--- src/rtl/shadow_steer_pkg.sv ---
package shadow_steer_pkg;
  localparam int ATTR_W       = 2;
  localparam int FIELD_STRIDE = 4;

  typedef enum logic {
    TGT_LINK = 1'b0,
    TGT_DRAM = 1'b1
  } target_e;

  typedef struct packed {
    logic    valid;
    target_e target;
    logic    in_window;
  } decision_t;
endpackage

--- src/rtl/steer_cfg_reg.sv ---
module steer_cfg_reg
  import shadow_steer_pkg::*;
#(
  parameter int REG_W   = 32,
  parameter int NUM_SEG = 6
) (
  input  logic               clk,
  input  logic               rst,
  input  logic               wr,
  input  logic [REG_W/8-1:0] be,
  input  logic [REG_W-1:0]   wdata,
  output logic [REG_W-1:0]   q
);
  localparam int NBYTES = REG_W / 8;

  function automatic logic [REG_W-1:0] make_mask();
    logic [REG_W-1:0] m;
    m = '0;
    for (int i = 0; i < NUM_SEG; i++) begin
      m[i*FIELD_STRIDE +: ATTR_W] = '1;
    end
    return m;
  endfunction

  localparam logic [REG_W-1:0] STORE_MASK = make_mask();

  logic [REG_W-1:0] store;

  for (genvar b = 0; b < NBYTES; b++) begin : g_byte
    always_ff @(posedge clk) begin
      if (rst) begin
        store[b*8 +: 8] <= '0;
      end else if (wr && be[b]) begin
        store[b*8 +: 8] <= wdata[b*8 +: 8] & STORE_MASK[b*8 +: 8];
      end
    end

    // a byte whose enable is low keeps its value
    p_byte_hold_r3 : assert property (@(posedge clk) disable iff (rst)
      (wr && !be[b]) |=> $stable(store[b*8 +: 8]));
  end

  assign q = store;

  // bits outside the attribute fields never become one
  p_rsvd_zero_r2 : assert property (@(posedge clk) disable iff (rst)
    (store & ~STORE_MASK) == '0);
endmodule

--- src/rtl/steer_seg_lookup.sv ---
module steer_seg_lookup
  import shadow_steer_pkg::*;
#(
  parameter int ADDR_W    = 20,
  parameter int SEG_SHIFT = 14,
  parameter int NUM_SEG   = 6,
  parameter int BASE_SEG  = 'h36,
  parameter int REG_W     = 32
) (
  input  logic              clk,
  input  logic              rst,
  input  logic [ADDR_W-1:0] addr,
  input  logic [REG_W-1:0]  attr_reg,
  output logic [ATTR_W-1:0] attr,
  output logic              hit
);
  localparam int TAG_W = ADDR_W - SEG_SHIFT;

  logic [TAG_W-1:0]     tag;
  logic [NUM_SEG-1:0]   seg_hit;
  logic                 unused_offset;

  assign tag           = addr[ADDR_W-1:SEG_SHIFT];
  assign unused_offset = ^addr[SEG_SHIFT-1:0];

  for (genvar i = 0; i < NUM_SEG; i++) begin : g_cmp
    localparam logic [TAG_W-1:0] SEG_TAG = TAG_W'(BASE_SEG + i);
    assign seg_hit[i] = (tag == SEG_TAG);
  end

  always_comb begin
    attr = '0;
    for (int i = 0; i < NUM_SEG; i++) begin
      if (seg_hit[i]) attr = attr_reg[i*FIELD_STRIDE +: ATTR_W];
    end
  end

  assign hit = |seg_hit;

  // segments never overlap
  p_one_seg_r4 : assert property (@(posedge clk) disable iff (rst)
    $onehot0(seg_hit));
endmodule

--- src/rtl/steer_route.sv ---
module steer_route
  import shadow_steer_pkg::*;
#(
  parameter bit OUTSIDE_TO_DRAM = 1'b0
) (
  input  logic              clk,
  input  logic              rst,
  input  logic              req_valid,
  input  logic              req_is_write,
  input  logic              hit,
  input  logic [ATTR_W-1:0] attr,
  output decision_t         dec
);
  target_e next_tgt;

  always_comb begin
    if (!hit) begin
      next_tgt = target_e'(OUTSIDE_TO_DRAM);
    end else if (req_is_write) begin
      next_tgt = attr[1] ? TGT_DRAM : TGT_LINK;
    end else begin
      next_tgt = attr[0] ? TGT_DRAM : TGT_LINK;
    end
  end

  always_ff @(posedge clk) begin
    if (rst) begin
      dec <= '{valid: 1'b0, target: TGT_LINK, in_window: 1'b0};
    end else begin
      dec.valid <= req_valid;
      if (req_valid) begin
        dec.target    <= next_tgt;
        dec.in_window <= hit;
      end
    end
  end

  // the strobe follows the request by one cycle
  p_strobe_r10 : assert property (@(posedge clk) disable iff (rst)
    req_valid |=> dec.valid);
  p_no_strobe_r10 : assert property (@(posedge clk) disable iff (rst)
    !req_valid |=> !dec.valid);
  p_hold_r10 : assert property (@(posedge clk) disable iff (rst)
    !req_valid |=> ($stable(dec.target) && $stable(dec.in_window)));
  // a miss always carries the default target
  p_outside_r9 : assert property (@(posedge clk) disable iff (rst)
    (dec.valid && !dec.in_window) |-> (dec.target == target_e'(OUTSIDE_TO_DRAM)));
endmodule

--- src/rtl/shadow_steer.sv ---
module shadow_steer
  import shadow_steer_pkg::*;
#(
  parameter int ADDR_W          = 20,
  parameter int REG_W           = 32,
  parameter int NUM_SEG         = 6,
  parameter int SEG_SHIFT       = 14,
  parameter int BASE_SEG        = 'h36,
  parameter bit OUTSIDE_TO_DRAM = 1'b0
) (
  input  logic               clk,
  input  logic               rst,
  input  logic               cfg_wr,
  input  logic [REG_W/8-1:0] cfg_be,
  input  logic [REG_W-1:0]   cfg_wdata,
  output logic [REG_W-1:0]   cfg_rdata,
  input  logic               req_valid,
  input  logic [ADDR_W-1:0]  req_addr,
  input  logic               req_is_write,
  output logic               rsp_valid,
  output logic               rsp_to_dram,
  output logic               rsp_in_window
);
  logic [REG_W-1:0]  attr_reg;
  logic [ATTR_W-1:0] seg_attr;
  logic              seg_hit;
  decision_t         dec;

  steer_cfg_reg #(
    .REG_W   (REG_W),
    .NUM_SEG (NUM_SEG)
  ) i_cfg (
    .clk   (clk),
    .rst   (rst),
    .wr    (cfg_wr),
    .be    (cfg_be),
    .wdata (cfg_wdata),
    .q     (attr_reg)
  );

  steer_seg_lookup #(
    .ADDR_W    (ADDR_W),
    .SEG_SHIFT (SEG_SHIFT),
    .NUM_SEG   (NUM_SEG),
    .BASE_SEG  (BASE_SEG),
    .REG_W     (REG_W)
  ) i_lookup (
    .clk      (clk),
    .rst      (rst),
    .addr     (req_addr),
    .attr_reg (attr_reg),
    .attr     (seg_attr),
    .hit      (seg_hit)
  );

  steer_route #(
    .OUTSIDE_TO_DRAM (OUTSIDE_TO_DRAM)
  ) i_route (
    .clk          (clk),
    .rst          (rst),
    .req_valid    (req_valid),
    .req_is_write (req_is_write),
    .hit          (seg_hit),
    .attr         (seg_attr),
    .dec          (dec)
  );

  assign cfg_rdata     = attr_reg;
  assign rsp_valid     = dec.valid;
  assign rsp_to_dram   = dec.target;
  assign rsp_in_window = dec.in_window;
endmodule

--- config.mk ---
export PLATFORM = sky130hd
export DESIGN_NAME = shadow_steer
export DESIGN_NICKNAME = d
export VERILOG_FILES = /design/src/rtl/shadow_steer_pkg.sv /design/src/rtl/steer_cfg_reg.sv /design/src/rtl/steer_seg_lookup.sv /design/src/rtl/steer_route.sv /design/src/rtl/shadow_steer.sv
export SDC_FILE = /design/constraint.sdc
export NUM_CORES = 1
export LEC_CHECK = 0
export BUFFER_PORTS_ARGS = -buffer_cell sky130_fd_sc_hd__buf_2
export CAP_MARGIN = 20
export CELL_PAD_IN_SITES_DETAIL_PLACEMENT = 2
export CELL_PAD_IN_SITES_GLOBAL_PLACEMENT = 2
export CORE_MARGIN = 2
export CORE_UTILIZATION = 14
export CTS_CLUSTER_DIAMETER = 200
export CTS_CLUSTER_SIZE = 8
export DETAILED_ROUTE_END_ITERATION = 6
export PLACE_DENSITY = 0.83
export SETUP_SLACK_MARGIN = 0.4
export SLEW_MARGIN = 15
export SYNTH_ARGS = -nofsm -noshare
export SYNTH_HDL_FRONTEND = slang
export SYNTH_SLANG_ARGS = --single-unit
--- constraint.sdc ---
create_clock -name clk -period 1.35 [get_ports clk]
set_clock_uncertainty 0.15 [all_clocks]
set_input_delay 0.2025 -clock clk [delete_from_list [all_inputs] [get_ports clk]]
set_output_delay 0.2025 -clock clk [all_outputs]
set_load 0.02 [all_outputs]
==> results of run 1 <==
[through the flow]
stage,std cells,utilization
floorplan,131,-
global route,242,0.226
detailed placement,232,0.188
finish,242,0.226
global placement,232,0.188
CTS,238,0.219
[worst max-delay path: cells and delay by family, from the launching register on]
| kind | cells | cell delay [ns] |
|---|---|---|
| compound gates | 3 | 0.44 |
| flops | 1 | 0.35 |
| mux | 1 | 0.14 |
| buf+inv | 1 | 0.12 |
[registers in the layout (all words and copies together), names as in the netlist]
name         flops
i_route.dec      3
i_cfg.q         12
[per-layer routing]
metal | part of all wire | wire length [microns] | GRT usage | up-vias
li1 | - | - | - | 458
met5 | 0 | 0 | 0 | -
met3 | 0.063 | 191 | 0.0204 | 4
met2 | 0.48 | 1460 | 0.148 | 35
met1 | 0.44 | 1320 | 0.105 | 449
met4 | 0.019 | 58 | 0.0433 | 0
[how the worst max path moves through the flow]
stage          slack (ns)              to         start  cells after the start
6_report             0.04  i_route.dec[1]   i_cfg.q[16]                      5
5_1_grt             -0.01  i_route.dec[1]   i_cfg.q[16]                      5
4_1_cts              0.03  i_route.dec[1]    i_cfg.q[0]                      4
3_5_place_dp        -0.17  i_route.dec[1]  req_addr[16]                      5
3_3_place_gp        -0.12  i_route.dec[1]  req_addr[16]                      5
2_1_floorplan       0.002  i_route.dec[1]   i_cfg.q[16]                      4
[area by class of cell]
type / instances / area (sq um)
Tap cell: 77 / 96.3
Multi-Input combinational cell: 90 / 543
Sequential cell: 15 / 320
Fill cell: 735 / 4910
Clock buffer: 3 / 41.3
Inverter: 2 / 7.51
Timing Repair Buffer: 54 / 422
Clock inverter: 1 / 5.00
[logic make-up after synthesis]
group           after synthesis
buf+inv                      26
compound gates               23
simple gates                 43
mux                           4
other cells                   1
flops                        15
[repair_timing]
| item | CTS | global route |
|---|---|---|
| setup buffers | 2 | 4 |
| pin swaps | 1 | 3 |
| endpoints found under the setup margin | 17 | 18 |
| hold endpoints to repair | 0 | 0 |
| resized for setup | 52 | 4 |
[Yosys cell counts (all sizes together) (2+ instances only)]
cell type / count
a211oi: 2
a21oi: 13
buf: 22
clkbuf: 2
dfxtp: 15
inv: 2
mux2i: 3
nand2: 17
nand2b: 3
nand3: 13
nor2: 2
nor3: 3
o21ai: 3
[power groups by stage]
stage	clock (mW)	sequential (mW)	combinational, mW
2_1_floorplan	0	0.505	0.171
3_3_place_gp	0	0.484	0.241
3_5_place_dp	0	0.485	0.245
4_1_cts	0.397	0.482	0.281
5_1_grt	0.413	0.484	0.317
6_report	0.372	0.481	0.290
==> impl_metrics.env, run 1 <==
export IMPL_ys_seq_elements=15
export IMPL_area_delta_synth_final_pct=56.1
export IMPL_rsz0062_at_grt="true"
export IMPL_p_total_mw=1.14
export IMPL_critical_path_cell_chain="buf_6, mux2i_2, o21ai_1, a32oi_1, a221oi_2"
export IMPL_initial_standard_cell_utilization_of_the_core=0.145
export IMPL_reg2regPathDepth=5
export IMPL_clock_insertion_delay_worst_skew_ns=0.25
export IMPL_ant_nets=0
export IMPL_placeableCoreArea_sq_um=6350
export IMPL_cp_slowest_stage_delay_ns=0.35
export IMPL_max_cap_viol_count=0
export IMPL_yosys_area_share_xor_xnor=0
export IMPL_timing_fmax_ghz=0.761
export IMPL_hold_viol_final=0
export IMPL_yosysTopAreaCell="sky130_fd_sc_hd__dfxtp_1"
export IMPL_dp_final_hpwl_microns=2400
export IMPL_postPlaceCellArea_sq_um=1190
export IMPL_grt_util_all_layers=0.0883
export IMPL_synth_warning_count=0
export IMPL_clk_pin_slew_worst_paths_ns=0.06
export IMPL_power_density_nw_per_um2=796
export IMPL_kind_of_end_point_of_the_critical_path="flip-flop"
export IMPL_hold_path_cells=3
export IMPL_p_comb_frac=0.254
export IMPL_post_synth_fa_ha_maj_area_fraction=0
export IMPL_status="complete, no violations"
export IMPL_cts_root_to_sink_buffers=2
export IMPL_grt_ovfl_total=0
export IMPL_die_width_microns=85.1
export IMPL_holdBufCountCts=0
export IMPL_synth_yosys_seq_area_share=0.327
export IMPL_synth_compound_area_frac=0.176
export IMPL_timing_final_ws_setup_ns=0.0352
export IMPL_slew_viol_final=0
export IMPL_clock_power_share=0.325
export IMPL_via_per_inst=3.91
export IMPL_fraction_of_synthesis_flops_using_an_asynchronous_set_or_reset_pin=0
export IMPL_intPower_uw=789
export IMPL_first_global_vias=1038
export IMPL_final_period_utilization=0.974
export IMPL_switchingPower_uw=354
export IMPL_fin_setup_tns_ns=0
export IMPL_remaining_drc_errors=0
export IMPL_path_max_fanout=3
export IMPL_sw_share=0.309
export IMPL_finish_net_count=227
export IMPL_critPathLaunchType="flip-flop"
export IMPL_post_synth_mux_area_share=0.0490
export IMPL_netlist_instances=112
export IMPL_design_area_sq_um=1440
export IMPL_r2r_start="i_cfg.q[16]"
export IMPL_synth_top_family_by_area="simple AND/OR/NAND/NOR gates"
export IMPL_slowest_stage="sky130_fd_sc_hd__dfxtp_4"
export IMPL_design_die_area_sq_um=7230
export IMPL_hold_path_startpoint="cfg_wdata[9]"
export IMPL_worst_setup_path_type="reg2reg"
export IMPL_critPathArrivalTime_ns=1.29
export IMPL_netlist_area_sq_um=920
export IMPL_hold_worst_slack_ns=0.0422
export IMPL_gp_weighted_congestion=0.780
export IMPL_post_synth_edffs=0
export IMPL_final_layout_size_suffix_gt1_frac=0.515
export IMPL_seq_power_share=0.421
export IMPL_numPortBuffers=40
export IMPL_clock_sinks=15
export IMPL_irDropWorstVdd_uv=265
export IMPL_totalWireLength_microns=3040
export IMPL_power_leakage_nw=0.622
export IMPL_setup_violations=0
export IMPL_holdPathEnd="i_cfg.q[9]"
export IMPL_area_share_of_the_largest_cell_type_after_synthesis=0.327
export IMPL_synth_area_top_cells="sky130_fd_sc_hd__dfxtp_1 33%, sky130_fd_sc_hd__buf_4 16%, sky130_fd_sc_hd__a21oi_1 7.1%, sky130_fd_sc_hd__nand3_1 7.1%, sky130_fd_sc_hd__nand2_1 6.9%"
export IMPL_reg2reg_slack_ns=0.04
export IMPL_synthesis_area_per_instance_sq_um=8.21
export IMPL_floorplan_rows=29
export IMPL_antenna_violations_before_repair=0
export IMPL_drt_iter0_drc=16
export IMPL_grt_max_degree=16
export IMPL_synth_ff_type="sky130_fd_sc_hd__dfxtp_1"
export IMPL_mostFrequentLayoutCell="sky130_fd_sc_hd__buf_2"
export IMPL_crit_required_ns=1.33
export IMPL_dr_total_vias=946
export IMPL_cts_buffers_inserted=3
export IMPL_ioPinCount=96
export IMPL_dieHeight_microns=85.1
export IMPL_simple_gate_fraction_of_synth_area=0.241
export IMPL_cts_htree_levels=1
export IMPL_firstDrtPassIters=4
export IMPL_dpl_worst_slack_ns=-0.172
export IMPL_period_needed_ns=1.31
export IMPL_worst_r2r_endpoint="i_route.dec[1]"
export IMPL_tritoncts="yes"
export IMPL_post_synth_num_cell_types=27
export IMPL_layout_common_cells="22 x sky130_fd_sc_hd__buf_2, 20 x sky130_fd_sc_hd__conb_1, 17 x sky130_fd_sc_hd__buf_6"
export IMPL_hold_class="in2reg"
export IMPL_first_pass_grt_wire_length_microns=5020
export IMPL_cts_root_buffer_cell="sky130_fd_sc_hd__clkbuf_8"
export IMPL_post_drt_wl_per_cell_microns=12.5
export IMPL_n_antenna_cell=0
No activity file was read; power rests on OpenSTA's default activity.
==> inputs of run 2 (changes only) <==
--- a/config.mk
+++ b/config.mk
@@ -9,8 +9,9 @@
 export CAP_MARGIN = 20
 export CELL_PAD_IN_SITES_DETAIL_PLACEMENT = 2
 export CELL_PAD_IN_SITES_GLOBAL_PLACEMENT = 2
-export CORE_MARGIN = 2
+export CORE_MARGIN = 5
 export CORE_UTILIZATION = 14
+export CTS_BUF_LIST = sky130_fd_sc_hd__clkbuf_16
 export CTS_CLUSTER_DIAMETER = 200
 export CTS_CLUSTER_SIZE = 8
 export DETAILED_ROUTE_END_ITERATION = 6
==> impl_metrics.env, run 2 (synthesized netlist as in run 1, its figures left out) <==
export IMPL_final_layout_size_suffix_gt1_frac=0.506
export IMPL_die_width_microns=91.1
export IMPL_p_total_mw=1.37
export IMPL_dp_final_hpwl_microns=2710
export IMPL_first_global_vias=1086
export IMPL_period_needed_ns=1.39
export IMPL_critPathLaunchType="flip-flop"
export IMPL_num_fill_cells=749
export IMPL_critical_path_cell_chain="buf_6, mux2i_1, o21ai_1, a32oi_1, a221oi_2"
export IMPL_placeableCoreArea_sq_um=6390
export IMPL_worst_r2r_endpoint="i_route.dec[1]"
export IMPL_slowest_stage="sky130_fd_sc_hd__dfxtp_4"
export IMPL_hold_path_cells=3
export IMPL_hold_viol_final=0
export IMPL_dr_total_vias=947
export IMPL_ioPinCount=96
export IMPL_reg2regPathDepth=5
export IMPL_status="finished with violations"
export IMPL_initial_standard_cell_utilization_of_the_core=0.144
export IMPL_hold_worst_slack_ns=0.0523
export IMPL_finish_net_count=228
export IMPL_holdPathEnd="i_cfg.q[13]"
export IMPL_power_leakage_nw=0.647
export IMPL_numPortBuffers=40
export IMPL_irDropWorstVdd_uv=348
export IMPL_postPlaceCellArea_sq_um=1200
export IMPL_n_antenna_cell=0
export IMPL_grt_max_degree=16
export IMPL_design_die_area_sq_um=8290
export IMPL_cts_buffers_inserted=3
export IMPL_crit_required_ns=1.32
export IMPL_remaining_drc_errors=0
export IMPL_multi_input_area_sq_um=538
export IMPL_max_cap_viol_count=0
export IMPL_clk_pin_slew_worst_paths_ns=0.05
export IMPL_slew_viol_final=0
export IMPL_reg2reg_slack_ns=-0.04
export IMPL_layout_common_cells="22 x sky130_fd_sc_hd__buf_2, 20 x sky130_fd_sc_hd__conb_1, 20 x sky130_fd_sc_hd__buf_6"
export IMPL_clock_sinks=15
export IMPL_clock_insertion_delay_worst_skew_ns=0.25
export IMPL_setup_violations=1
export IMPL_timing_final_ws_setup_ns=-0.0445
export IMPL_r2r_start="i_cfg.q[16]"
export IMPL_tritoncts="yes"
export IMPL_final_period_utilization=1.03
export IMPL_firstDrtPassIters=4
export IMPL_largest_register_ff_count=12
export IMPL_grt_ovfl_total=0
export IMPL_gp_weighted_congestion=0.764
export IMPL_combined_flip_flop_and_latch_cell_area_sq_um=323
export IMPL_via_per_inst=3.90
export IMPL_hold_path_startpoint="cfg_wdata[13]"
export IMPL_post_route_util=0.233
export IMPL_floorplan_rows=29
export IMPL_dpl_worst_slack_ns=-0.174
export IMPL_power_density_nw_per_um2=920
export IMPL_post_drt_wl_per_cell_microns=14.7
export IMPL_fin_setup_tns_ns=-0.0445
export IMPL_hold_class="in2reg"
export IMPL_rsz0062_at_grt="true"
export IMPL_antenna_violations_before_repair=0
export IMPL_cts_htree_levels=1
export IMPL_critPathArrivalTime_ns=1.37
export IMPL_path_max_fanout=2
export IMPL_cp_slowest_stage_delay_ns=0.34
export IMPL_dieHeight_microns=91.1
export IMPL_failed_checks="setup timing"
export IMPL_ant_nets=0
export IMPL_totalWireLength_microns=3570
export IMPL_layout_cells_non_filler=243
export IMPL_grt_util_all_layers=0.0823
export IMPL_mostFrequentLayoutCell="sky130_fd_sc_hd__buf_2"
export IMPL_design_area_sq_um=1490
export IMPL_kind_of_end_point_of_the_critical_path="flip-flop"
export IMPL_area_delta_synth_final_pct=61.5
export IMPL_dp_cells=233
export IMPL_worst_setup_path_type="reg2reg"
export IMPL_cts_root_to_sink_buffers=2
export IMPL_first_pass_grt_wire_length_microns=5490
export IMPL_cts_root_buffer_cell="sky130_fd_sc_hd__clkbuf_16"
export IMPL_drt_iter0_drc=26
export IMPL_worst_setup_path_startpoint="i_cfg.q[16]"
export IMPL_timing_fmax_ghz=0.717
[run 2: cell types whose count changed in the layout (fill, tap and decap cells not counted), sizes merged]
cell	before	now
buf	54	55
[run 2: how the worst max path moves through the flow]
stage                     slack [ns]        endpoint  cells after the start
after floorplan                0.002  i_route.dec[1]                      4
after global placement         -0.09  i_route.dec[1]                      5
after detailed placement       -0.17  i_route.dec[1]                      5
after CTS                       0.02  i_route.dec[1]                      4
after global routing           -0.09  i_route.dec[1]                      5
final                          -0.04  i_route.dec[1]                      5
[run 2: cell type report]
| type | count | share of cell area |
|---|---|---|
| inverters | 2 | 0.00505 |
| flip-flops and latches | 15 | 0.217 |
| clock inverters | 1 | 0.00337 |
| well taps | 77 | 0.0649 |
| repair buffers | 55 | 0.297 |
| clock buffers | 3 | 0.0505 |
| multi-input cells | 90 | 0.362 |
[run 2: power breakdown]
group	leakage [nW]	internal (mW)	switching, mW
combinational	0.477	0.123	0.175
sequential	0.129	0.464	0.0177
clock	0.0409	0.396	0.190
[run 2: repair_timing]
item | CTS | global route
resized for setup | 49 | 9
setup buffers | 2 | 4
hold buffers | 0 | 0
pin swaps | 3 | 3
setup endpoints to repair | 17 | 17
[run 2: per-layer routing]
metal  share of wire  GRT usage  up-vias
met2            0.53      0.153       43
li1                -          -      456
met1            0.37     0.0861      439
met5               0          0        -
met3           0.068     0.0215        9
met4           0.028     0.0367        0
[run 2: worst max-delay path, delay by kind of cell (launching register included)]
kind / cells / cell delay (ns)
muxes: 1 / 0.20
buffers and inverters: 1 / 0.11
AOI/OAI and AO/OA: 3 / 0.46
DFF: 1 / 0.34
